<file path="config.mk">
export PLATFORM = sky130hd
export DESIGN_NAME = coinc_counter4
export DESIGN_NICKNAME = d
export VERILOG_FILES = /design/src/rtl/coinc_pkg.sv /design/src/rtl/det_window.sv /design/src/rtl/test_pulser.sv /design/src/rtl/sat_cnt.sv /design/src/rtl/coinc_bank.sv /design/src/rtl/coinc_counter4.sv
export SDC_FILE = /design/constraint.sdc
export NUM_CORES = 1
export LEC_CHECK = 0
export ABC_AREA = 1
export BUFFER_PORTS_ARGS = -buffer_cell sky130_fd_sc_hd__buf_4
export CELL_PAD_IN_SITES_DETAIL_PLACEMENT = 0
export CELL_PAD_IN_SITES_GLOBAL_PLACEMENT = 2
export CORE_MARGIN = 8
export CORE_UTILIZATION = 38
export DETAILED_ROUTE_END_ITERATION = 6
export PLACE_DENSITY = 0.9
export SKIP_LAST_GASP = 1
export SYNTH_ARGS = -nofsm -noshare
export SYNTH_HDL_FRONTEND = slang
export SYNTH_HIERARCHICAL = 1
export SYNTH_SLANG_ARGS = --single-unit
</file>
<file path="constraint.sdc">
create_clock -name clk -period 2.75 [get_ports clk]
set_input_delay 0.1375 -clock clk [delete_from_list [all_inputs] [get_ports clk]]
set_output_delay 0.1375 -clock clk [all_outputs]
set_load 0.01 [all_outputs]
</file>
<file path="src/rtl/coinc_pkg.sv">
package coinc_pkg;

    localparam int NCH  = 4;
    localparam int NSUB = 1 << NCH;

    typedef enum logic {
        W_IDLE = 1'b0,
        W_OPEN = 1'b1
    } win_st_t;

    typedef enum logic {
        E_WAIT = 1'b0,
        E_HELD = 1'b1
    } ep_st_t;

    function automatic int ones4(input logic [NCH-1:0] m);
        int n;
        n = 0;
        for (int i = 0; i < NCH; i++) begin
            if (m[i]) n++;
        end
        return n;
    endfunction

endpackage

</file>
<file path="src/rtl/det_window.sv">
module det_window
    import coinc_pkg::*;
#(
    parameter int WIN_W = 8
) (
    input  logic             clk,
    input  logic             rst_n,
    input  logic             raw,
    input  logic [WIN_W-1:0] len,
    output logic             rise,
    output logic             win
);

    logic s1, s2, s3;
    win_st_t st, st_nx;
    logic [WIN_W-1:0] rem, rem_nx, len_m1;

    // two-flop synchroniser plus edge history
    always_ff @(posedge clk or negedge rst_n) begin
        if (!rst_n) begin
            s1 <= 1'b0;
            s2 <= 1'b0;
            s3 <= 1'b0;
        end else begin
            s1 <= raw;
            s2 <= s1;
            s3 <= s2;
        end
    end

    assign rise   = s2 & ~s3;
    assign len_m1 = (len == '0) ? '0 : len - 1'b1;

    // state register
    always_ff @(posedge clk or negedge rst_n) begin
        if (!rst_n) begin
            st  <= W_IDLE;
            rem <= '0;
        end else begin
            st  <= st_nx;
            rem <= rem_nx;
        end
    end

    // next state
    always_comb begin
        st_nx  = st;
        rem_nx = rem;
        unique case (st)
            W_IDLE: begin
                if (rise) begin
                    st_nx  = W_OPEN;
                    rem_nx = len_m1;
                end
            end
            W_OPEN: begin
                if (rise) begin
                    rem_nx = len_m1;
                end else if (rem == '0) begin
                    st_nx = W_IDLE;
                end else begin
                    rem_nx = rem - 1'b1;
                end
            end
            default: st_nx = W_IDLE;
        endcase
    end

    // outputs
    always_comb begin
        win = (st == W_OPEN);
    end

endmodule

</file>
<file path="src/rtl/test_pulser.sv">
module test_pulser
    import coinc_pkg::*;
#(
    parameter logic [15:0] SEED = 16'hACE1
) (
    input  logic           clk,
    input  logic           rst_n,
    output logic [NCH-1:0] pulse
);

    localparam logic [15:0] TAPS = 16'hB400;

    logic [15:0] lfsr;

    always_ff @(posedge clk or negedge rst_n) begin
        if (!rst_n) begin
            lfsr <= SEED;
        end else if (lfsr[0]) begin
            lfsr <= (lfsr >> 1) ^ TAPS;
        end else begin
            lfsr <= lfsr >> 1;
        end
    end

    for (genvar c = 0; c < NCH; c++) begin : g_ch
        always_ff @(posedge clk or negedge rst_n) begin
            if (!rst_n) pulse[c] <= 1'b0;
            else        pulse[c] <= &lfsr[4*c +: 4];
        end
    end

endmodule

</file>
<file path="src/rtl/sat_cnt.sv">
module sat_cnt #(
    parameter int W = 32
) (
    input  logic         clk,
    input  logic         rst_n,
    input  logic         clr,
    input  logic         inc,
    output logic [W-1:0] q
);

    always_ff @(posedge clk or negedge rst_n) begin
        if (!rst_n) begin
            q <= '0;
        end else if (clr) begin
            q <= '0;
        end else if (inc && (q != '1)) begin
            q <= q + 1'b1;
        end
    end

endmodule

</file>
<file path="src/rtl/coinc_bank.sv">
module coinc_bank
    import coinc_pkg::*;
#(
    parameter int CNT_W = 32
) (
    input  logic                        clk,
    input  logic                        rst_n,
    input  logic                        clr,
    input  logic [NCH-1:0]              rise,
    input  logic [NCH-1:0]              win,
    output logic [NSUB-1:0][CNT_W-1:0]  cnt
);

    for (genvar m = 0; m < NSUB; m++) begin : g_sub
        localparam logic [NCH-1:0] MASK = NCH'(m);
        localparam int K = ones4(MASK);
        logic inc;

        if (K == 0) begin : g_time
            assign inc = 1'b1;
        end else if (K == 1) begin : g_single
            assign inc = |(rise & MASK);
        end else begin : g_coinc
            ep_st_t st, st_nx;
            logic   all_hi;

            assign all_hi = &(win | ~MASK);

            always_ff @(posedge clk or negedge rst_n) begin
                if (!rst_n) st <= E_WAIT;
                else        st <= st_nx;
            end

            always_comb begin
                st_nx = st;
                unique case (st)
                    E_WAIT:  if (all_hi)  st_nx = E_HELD;
                    E_HELD:  if (!all_hi) st_nx = E_WAIT;
                    default: st_nx = E_WAIT;
                endcase
            end

            always_comb begin
                inc = (st == E_WAIT) && all_hi;
            end
        end

        sat_cnt #(.W(CNT_W)) u_cnt (
            .clk   (clk),
            .rst_n (rst_n),
            .clr   (clr),
            .inc   (inc),
            .q     (cnt[m])
        );
    end

endmodule

</file>
<file path="src/rtl/coinc_counter4.sv">
module coinc_counter4
    import coinc_pkg::*;
#(
    parameter int CNT_W  = 32,
    parameter int WIN_W  = 8,
    parameter int DISP_W = 16
) (
    input  logic              clk,
    input  logic              rst_n,
    input  logic              clr,
    input  logic [3:0]        det_in,
    input  logic              use_test,
    input  logic [WIN_W-1:0]  win_len,
    input  logic [3:0]        disp_sel,
    output logic [DISP_W-1:0] disp_val,
    input  logic [3:0]        rd_sel,
    output logic [CNT_W-1:0]  rd_val
);

    logic [NCH-1:0]             tp;
    logic [NCH-1:0]             raw;
    logic [NCH-1:0]             rise;
    logic [NCH-1:0]             win;
    logic [NSUB-1:0][CNT_W-1:0] cnt;

    test_pulser u_tp (
        .clk   (clk),
        .rst_n (rst_n),
        .pulse (tp)
    );

    assign raw = use_test ? tp : det_in;

    for (genvar c = 0; c < NCH; c++) begin : g_win
        det_window #(.WIN_W(WIN_W)) u_win (
            .clk   (clk),
            .rst_n (rst_n),
            .raw   (raw[c]),
            .len   (win_len),
            .rise  (rise[c]),
            .win   (win[c])
        );
    end

    coinc_bank #(.CNT_W(CNT_W)) u_bank (
        .clk   (clk),
        .rst_n (rst_n),
        .clr   (clr),
        .rise  (rise),
        .win   (win),
        .cnt   (cnt)
    );

    assign rd_val = cnt[rd_sel];

    if (CNT_W >= DISP_W) begin : g_disp_trunc
        assign disp_val = cnt[disp_sel][DISP_W-1:0];
    end else begin : g_disp_ext
        assign disp_val = {{(DISP_W-CNT_W){1'b0}}, cnt[disp_sel]};
    end

endmodule

</file>
# Word level (Yosys, flattened, before mapping)
# Cells that the tools add are included.
# classes
add_sub_neg	21
n_lt_le_gt_ge	2
eq_ne	24
muxes	82
n_bitwise	24
n_reduce_logical	66
# op_table
cell	n
32-bit 2-to-1 mux	33
32-bit by 1-bit adder with 32-bit output (second input constant)	16
32-bit inequality test (second input constant)	16
32-bit binary-select mux with 4-bit select	2
8-bit 2-to-1 mux	13
8-bit case mux with 2 select lines	4
8-bit logical NOT	5
8-bit by 1-bit subtractor with 8-bit output (second input constant)	5
16-bit 2-to-1 mux	2
2-bit nonzero test	16
1-bit logical AND	26
1-bit 2-to-1 mux	23
2-bit AND reduction	10
4-bit AND reduction	5
1-bit NOT	19
3-bit by 2-bit inequality test with 1-bit output (second input constant)	4
3-bit AND reduction	4
4-bit by 5-bit less-than comparator with 1-bit output (second input constant)	2
2-bit by 1-bit inequality test with 1-bit output (second input constant)	4
1-bit case mux with 2 select lines	4
1-bit AND	4
4-bit 2-to-1 mux	1
3-bit NOT with 4-bit output	1
# word_totals
register_bits	591
out_inout_bits	48
wordCells	271

# Longest topological paths before layout
# logic_depth
ltp_word	5
mapped_depth	12
ltp_nobuf	11

# Hierarchy
# The synthesis kept the hierarchy.
# by_module_without_submodules
mod	instances	cells_each	area_each_um2	seq_area_each_um2
sat_cnt	16	345	2243.4	800.8
coinc_counter4	1	2136	9197.6	0.0
det_window	4	130	895.9	300.3
test_pulser	1	45	604.3	510.5
coinc_bank	1	44	440.4	275.3

# Worst setup path after synthesis
# Ideal clock, no wire load.
# synth_path
path_kind	reg-to-reg
startpoint	register g_win[0].u_win.st
endpoint	register u_bank.g_sub[15].u_cnt.q[25]
setup_time_ns	0.065
arrival_time_ns	1.608
required_time_ns	2.685
path_slack_ns	1.077
path_stages_with_launch	8
n_path_buf	1
period_less_slack_ns	1.673
cell_sequence	dfrtp_1 nand2_4 nor3_2 inv_1 a21oi_1 buf_2 nand4_1 nand2_1
# synth_via
elab_chain_cells	4
# synth_rtl
element	line	text
start: declaration	det_window.sv:15	win_st_t st, st_nx;
start signal: assignment	det_window.sv:40	st <= st_nx;
4-bit AND reduction	coinc_bank.sv:27	assign all_hi = &(win | ~MASK);
1-bit logical AND	coinc_bank.sv:44	inc = (st == E_WAIT) && all_hi;
named net u_bank.g_sub[15].inc	coinc_bank.sv:17	logic inc;
1-bit logical AND	sat_cnt.sv:16	end else if (inc && (q != '1)) begin
2-bit nonzero test (no source line)	n/a	
end signal: assignment	sat_cnt.sv:17	q <= q + 1'b1;
end: declaration	sat_cnt.sv:8	output logic [W-1:0] q
# The timed path passes the listed nets, and every way through them passes these cells.
# A chain may end at the register's enable or synchronous reset.

# Worst setup path in the final report
# layout_path
startpoint	register u_bank.g_sub[12].u_cnt.q[23]
endpoint	output rd_val[23]
# layout_via
elab_chain_cells	2
# layout_rtl
element	line	text
start: declaration	sat_cnt.sv:8	
start signal: assignment	sat_cnt.sv:17	
32-bit binary-select mux with 4-bit select	coinc_counter4.sv:54	assign rd_val = cnt[rd_sel];
32-bit 2-to-1 mux (not written as such)	coinc_counter4.sv:54	
end: declaration	coinc_counter4.sv:17	output logic [CNT_W-1:0] rd_val
# No other way between the ends. The select of a mux whose other input is x is not followed.

==> results.sh <==
export IMPL_synth_cell_types=40
export IMPL_avgSynthCellArea_um2=6.016
export IMPL_min_path_type="primary input to flop"
export IMPL_grt_max_degree=129
export IMPL_wl_mm=193.5
export IMPL_syn_inst=8265
export IMPL_dieHeight_um=377.7
export IMPL_total_power_mw=27.28
export IMPL_period_minus_slack_ns=2.728
export IMPL_tightest_slew_ns=0.7997
export IMPL_vias=52360
export IMPL_post_synth_and_or_nand_nor_area_fraction=0.5132
export IMPL_ys_top_cells_by_area="dfrtp_1, nand2_1, nand3_1"
export IMPL_clock_power_share=0.419
export IMPL_dieArea_mm2=0.1427
export IMPL_power_leakage_nw=25.93
export IMPL_max_stage_delay_ns=0.49
export IMPL_synth_edf_count=0
export IMPL_ys_seq_area_frac=0.2976
export IMPL_h_tree_depth=3
export IMPL_syn_cell_area_mm2=0.04972
export IMPL_synth_fa_ha_area_frac=0.008053
export IMPL_gp_congestion=0.9698
export IMPL_combinationalPowerShare=0.228
export IMPL_rr_startpoint="g_win[1].u_win/win"
export IMPL_path_class="flop to output port"
export IMPL_synth_compound_area_frac=0.03634
export IMPL_synth_xor_area_share=0.02748
export IMPL_grt_pass1_wl_mm=296.9
export IMPL_synth_seq_cells=591
export IMPL_dieWidth_um=377.7
export IMPL_num_rows=132
export IMPL_cts_root_buf="clkbuf_16"
export IMPL_worstPathRequired_ns=2.61
export IMPL_slowest_stage="dfrtp_1"
export IMPL_cts_sinks=591
export IMPL_finalSetupViolCount=0
export IMPL_power_density_mw_per_mm2=497.7
export IMPL_viasPerCell=5.190
export IMPL_max_freq_ghz=0.3665
export IMPL_p_switching_mw=9.471
export IMPL_outcome="finished, final reports clean"
export IMPL_p_seq_frac=0.353
export IMPL_setup_tns_ns=0
export IMPL_io_pins=72
export IMPL_core_area_mm2=0.1296
export IMPL_ant_nets=0
export IMPL_worstSetupStartpointType="flop"
export IMPL_async_reset_ff_frac=1.000
export IMPL_grt_overflow_total=0
export IMPL_synth_top_family_by_area="simple AND/OR/NAND/NOR gates"
export IMPL_synth_top_cell_by_area="dfrtp_1"
export IMPL_crit_fanout=6
export IMPL_drt_iter0_drc=4988
export IMPL_vdd_drop_max_uv=425.7
export IMPL_drt_pass1_iterations=7
export IMPL_hold_start="use_test"
export IMPL_cp_arrival_ns=2.59
export IMPL_path_cells="inv_1 -> nand2_1 -> nand3_1 -> nand3_1 -> nand3_1 -> nand2_1 -> buf_4"
export IMPL_nNetsFinal=8336
export IMPL_hold_violations=0
export IMPL_cts_setup_buffers=0
export IMPL_holdPathStages=3
export IMPL_cts_tree="yes"
export IMPL_worstSkewPairLatency_ns=0.71
export IMPL_holdWs_ns=0.2578
export IMPL_intPower_mw=17.81
export IMPL_drv_cap=0
export IMPL_drv_slew=0
export IMPL_cp_common_cell="nand3_1"
export IMPL_start_util=0.3835
export IMPL_postPlaceCellArea_mm2=0.05177
export IMPL_r2r_end="u_bank/g_sub[7].u_cnt/q[12]"
export IMPL_yosysTopAreaCellShare=0.2934
export IMPL_cts_clk_slew_worst_paths_ns=0.06
export IMPL_post_route_drc_count=0
export IMPL_dp_hpwl_mm=145.3
export IMPL_drt_wirelength_per_cell_um=19.18
export IMPL_skew_ns=0.03329
export IMPL_yosys_mux_area_fraction=0.0009059
export IMPL_period_share=0.9921
export IMPL_cts_buffers=80
export IMPL_ys_warn_count=6
export IMPL_grtUsageTotal=0.2647
export IMPL_ff2ff_setup_slack_ns=0.25
export IMPL_ys_flop_type="dfrtp_1"
export IMPL_io_buffers=71
export IMPL_antenna_found_initial=5
export IMPL_drive_gt1_frac=0.07968
export IMPL_end_kind="output port"
export IMPL_design_area_mm2=0.05482
export IMPL_rsz0062_at_grt="no"
export IMPL_grt_pass1_vias=48390
export IMPL_cts_max_path_buffers=3
export IMPL_postLayoutCoreUtil=0.4228
export IMPL_syn_to_final_growth_pct=10.25
export IMPL_switching_share=0.3472
export IMPL_r2r_cells=7
export IMPL_synth_most_common_cell="nand2_1"
export IMPL_slew_headroom=0.4669
export IMPL_synth_commonest_cells="nand2_1, nand3_1, inv_1"
export IMPL_min_to="g_win[3].u_win/s1"
-- power by group through the flow --
stage          combinational (mW)  clock [mW]  sequential, mW
2_1_floorplan                4.21           0            9.61
3_3_place_gp                 6.09           0            9.76
3_5_place_dp                 6.13           0            9.77
4_1_cts                      6.17        11.7            9.62
5_1_grt                      6.83        12.0            9.68
6_report                     6.21        11.4            9.63
-- area by class of cell --
| cell class | instances | area [um2] |
|---|---|---|
| Antenna cell | 1 | 2.502 |
| Clock buffer | 117 | 2374 |
| Clock inverter | 31 | 465.4 |
| Fill cell | 14110 | 74830 |
| Inverter | 1030 | 3879 |
| Multi-Input combinational cell | 6361 | 29150 |
| Sequential cell | 591 | 14800 |
| Tap cell | 1742 | 2180 |
| Timing Repair Buffer | 216 | 1968 |
-- state kept, by name (all words and copies together) (netlist names) --
name / cells
u_bank/g_sub.g_coinc.st: 11
g_win.u_win/s1: 4
g_win.u_win/win: 4
u_tp/pulse: 4
u_tp/lfsr: 16
u_bank/g_sub.u_cnt/q: 512
g_win.u_win/s3: 4
g_win.u_win/s2: 4
g_win.u_win/rem: 32
-- cells in the final DEF, fill, tap and decap left out, drive strengths merged, types with 4 or more instances in the layout --
cell,count
a21oi,64
clkbuf,118
o21bai,4
nand3,1272
nor2,1031
dlygate4sd3,20
xnor2,72
a21o,4
inv,1028
clkinv,20
or2,20
mux2,4
bufinv,10
xor2,84
a22oi,16
o21ai,252
buf,195
dfstp,8
nor3,13
nand4,136
nand2,3339
dfrtp,583
nand3b,16
ha,32
-- cell families (layout without fill, tap and decap cells) --
| group | count (synthesis) | count (layout) |
|---|---|---|
| DFF | 591 | 591 |
| and+or+nand+nor | 5827 | 5827 |
| buffers and inverters | 1314 | 1394 |
| muxes | 4 | 4 |
| adders and majority gates | 32 | 32 |
| other | 1 | 3 |
| xor gates and xnor gates | 156 | 156 |
| AOI/OAI and AO/OA | 340 | 340 |
-- through the flow --
step,cells,setup slack (ns)
after detailed placement,9920,0.2892
after CTS,10090,0.1184
after global routing,10090,0.02863
after floorplan,8266,1.077
after global placement,9920,0.3222
final,10090,0.02181
-- worst max path at each step --
stage,to,from,slack [ns],cells after the start
final,rd_val[23],u_bank/g_sub[12].u_cnt/q[23],0.02,7
after global routing,rd_val[26],u_bank/g_sub[12].u_cnt/q[26],0.03,7
after CTS,rd_val[21],u_bank/g_sub[14].u_cnt/q[21],0.12,7
after detailed placement,u_bank/g_sub[7].u_cnt/q[30],g_win[1].u_win/win,0.29,7
after global placement,u_bank/g_sub[7].u_cnt/q[14],g_win[1].u_win/win,0.32,7
after floorplan,u_bank/g_sub[15].u_cnt/q[25],g_win[0].u_win/win,1.08,7
-- critical path: cells and delay by family, from the launching register on --
family	cells	cell delay [ns]
AND/OR/NAND/NOR	5	1.19
flip-flops	1	0.49
buffers and inverters	2	0.22
-- what timing repair did --
action,in CTS,in global routing
endpoints found under the hold margin,371,0
gates resized for setup,0,1
endpoints found under the setup margin,0,1
hold buffers,20,0
-- metal layers --
metal,vias up,track usage,share of wire
li1,25810,-,-
met1,24550,0.3650,0.45
met3,304,0.05640,0.077
met5,-,0,0.00018
met2,1693,0.4090,0.44
met4,6,0.09308,0.038
(Power assumes the default switching activity.)
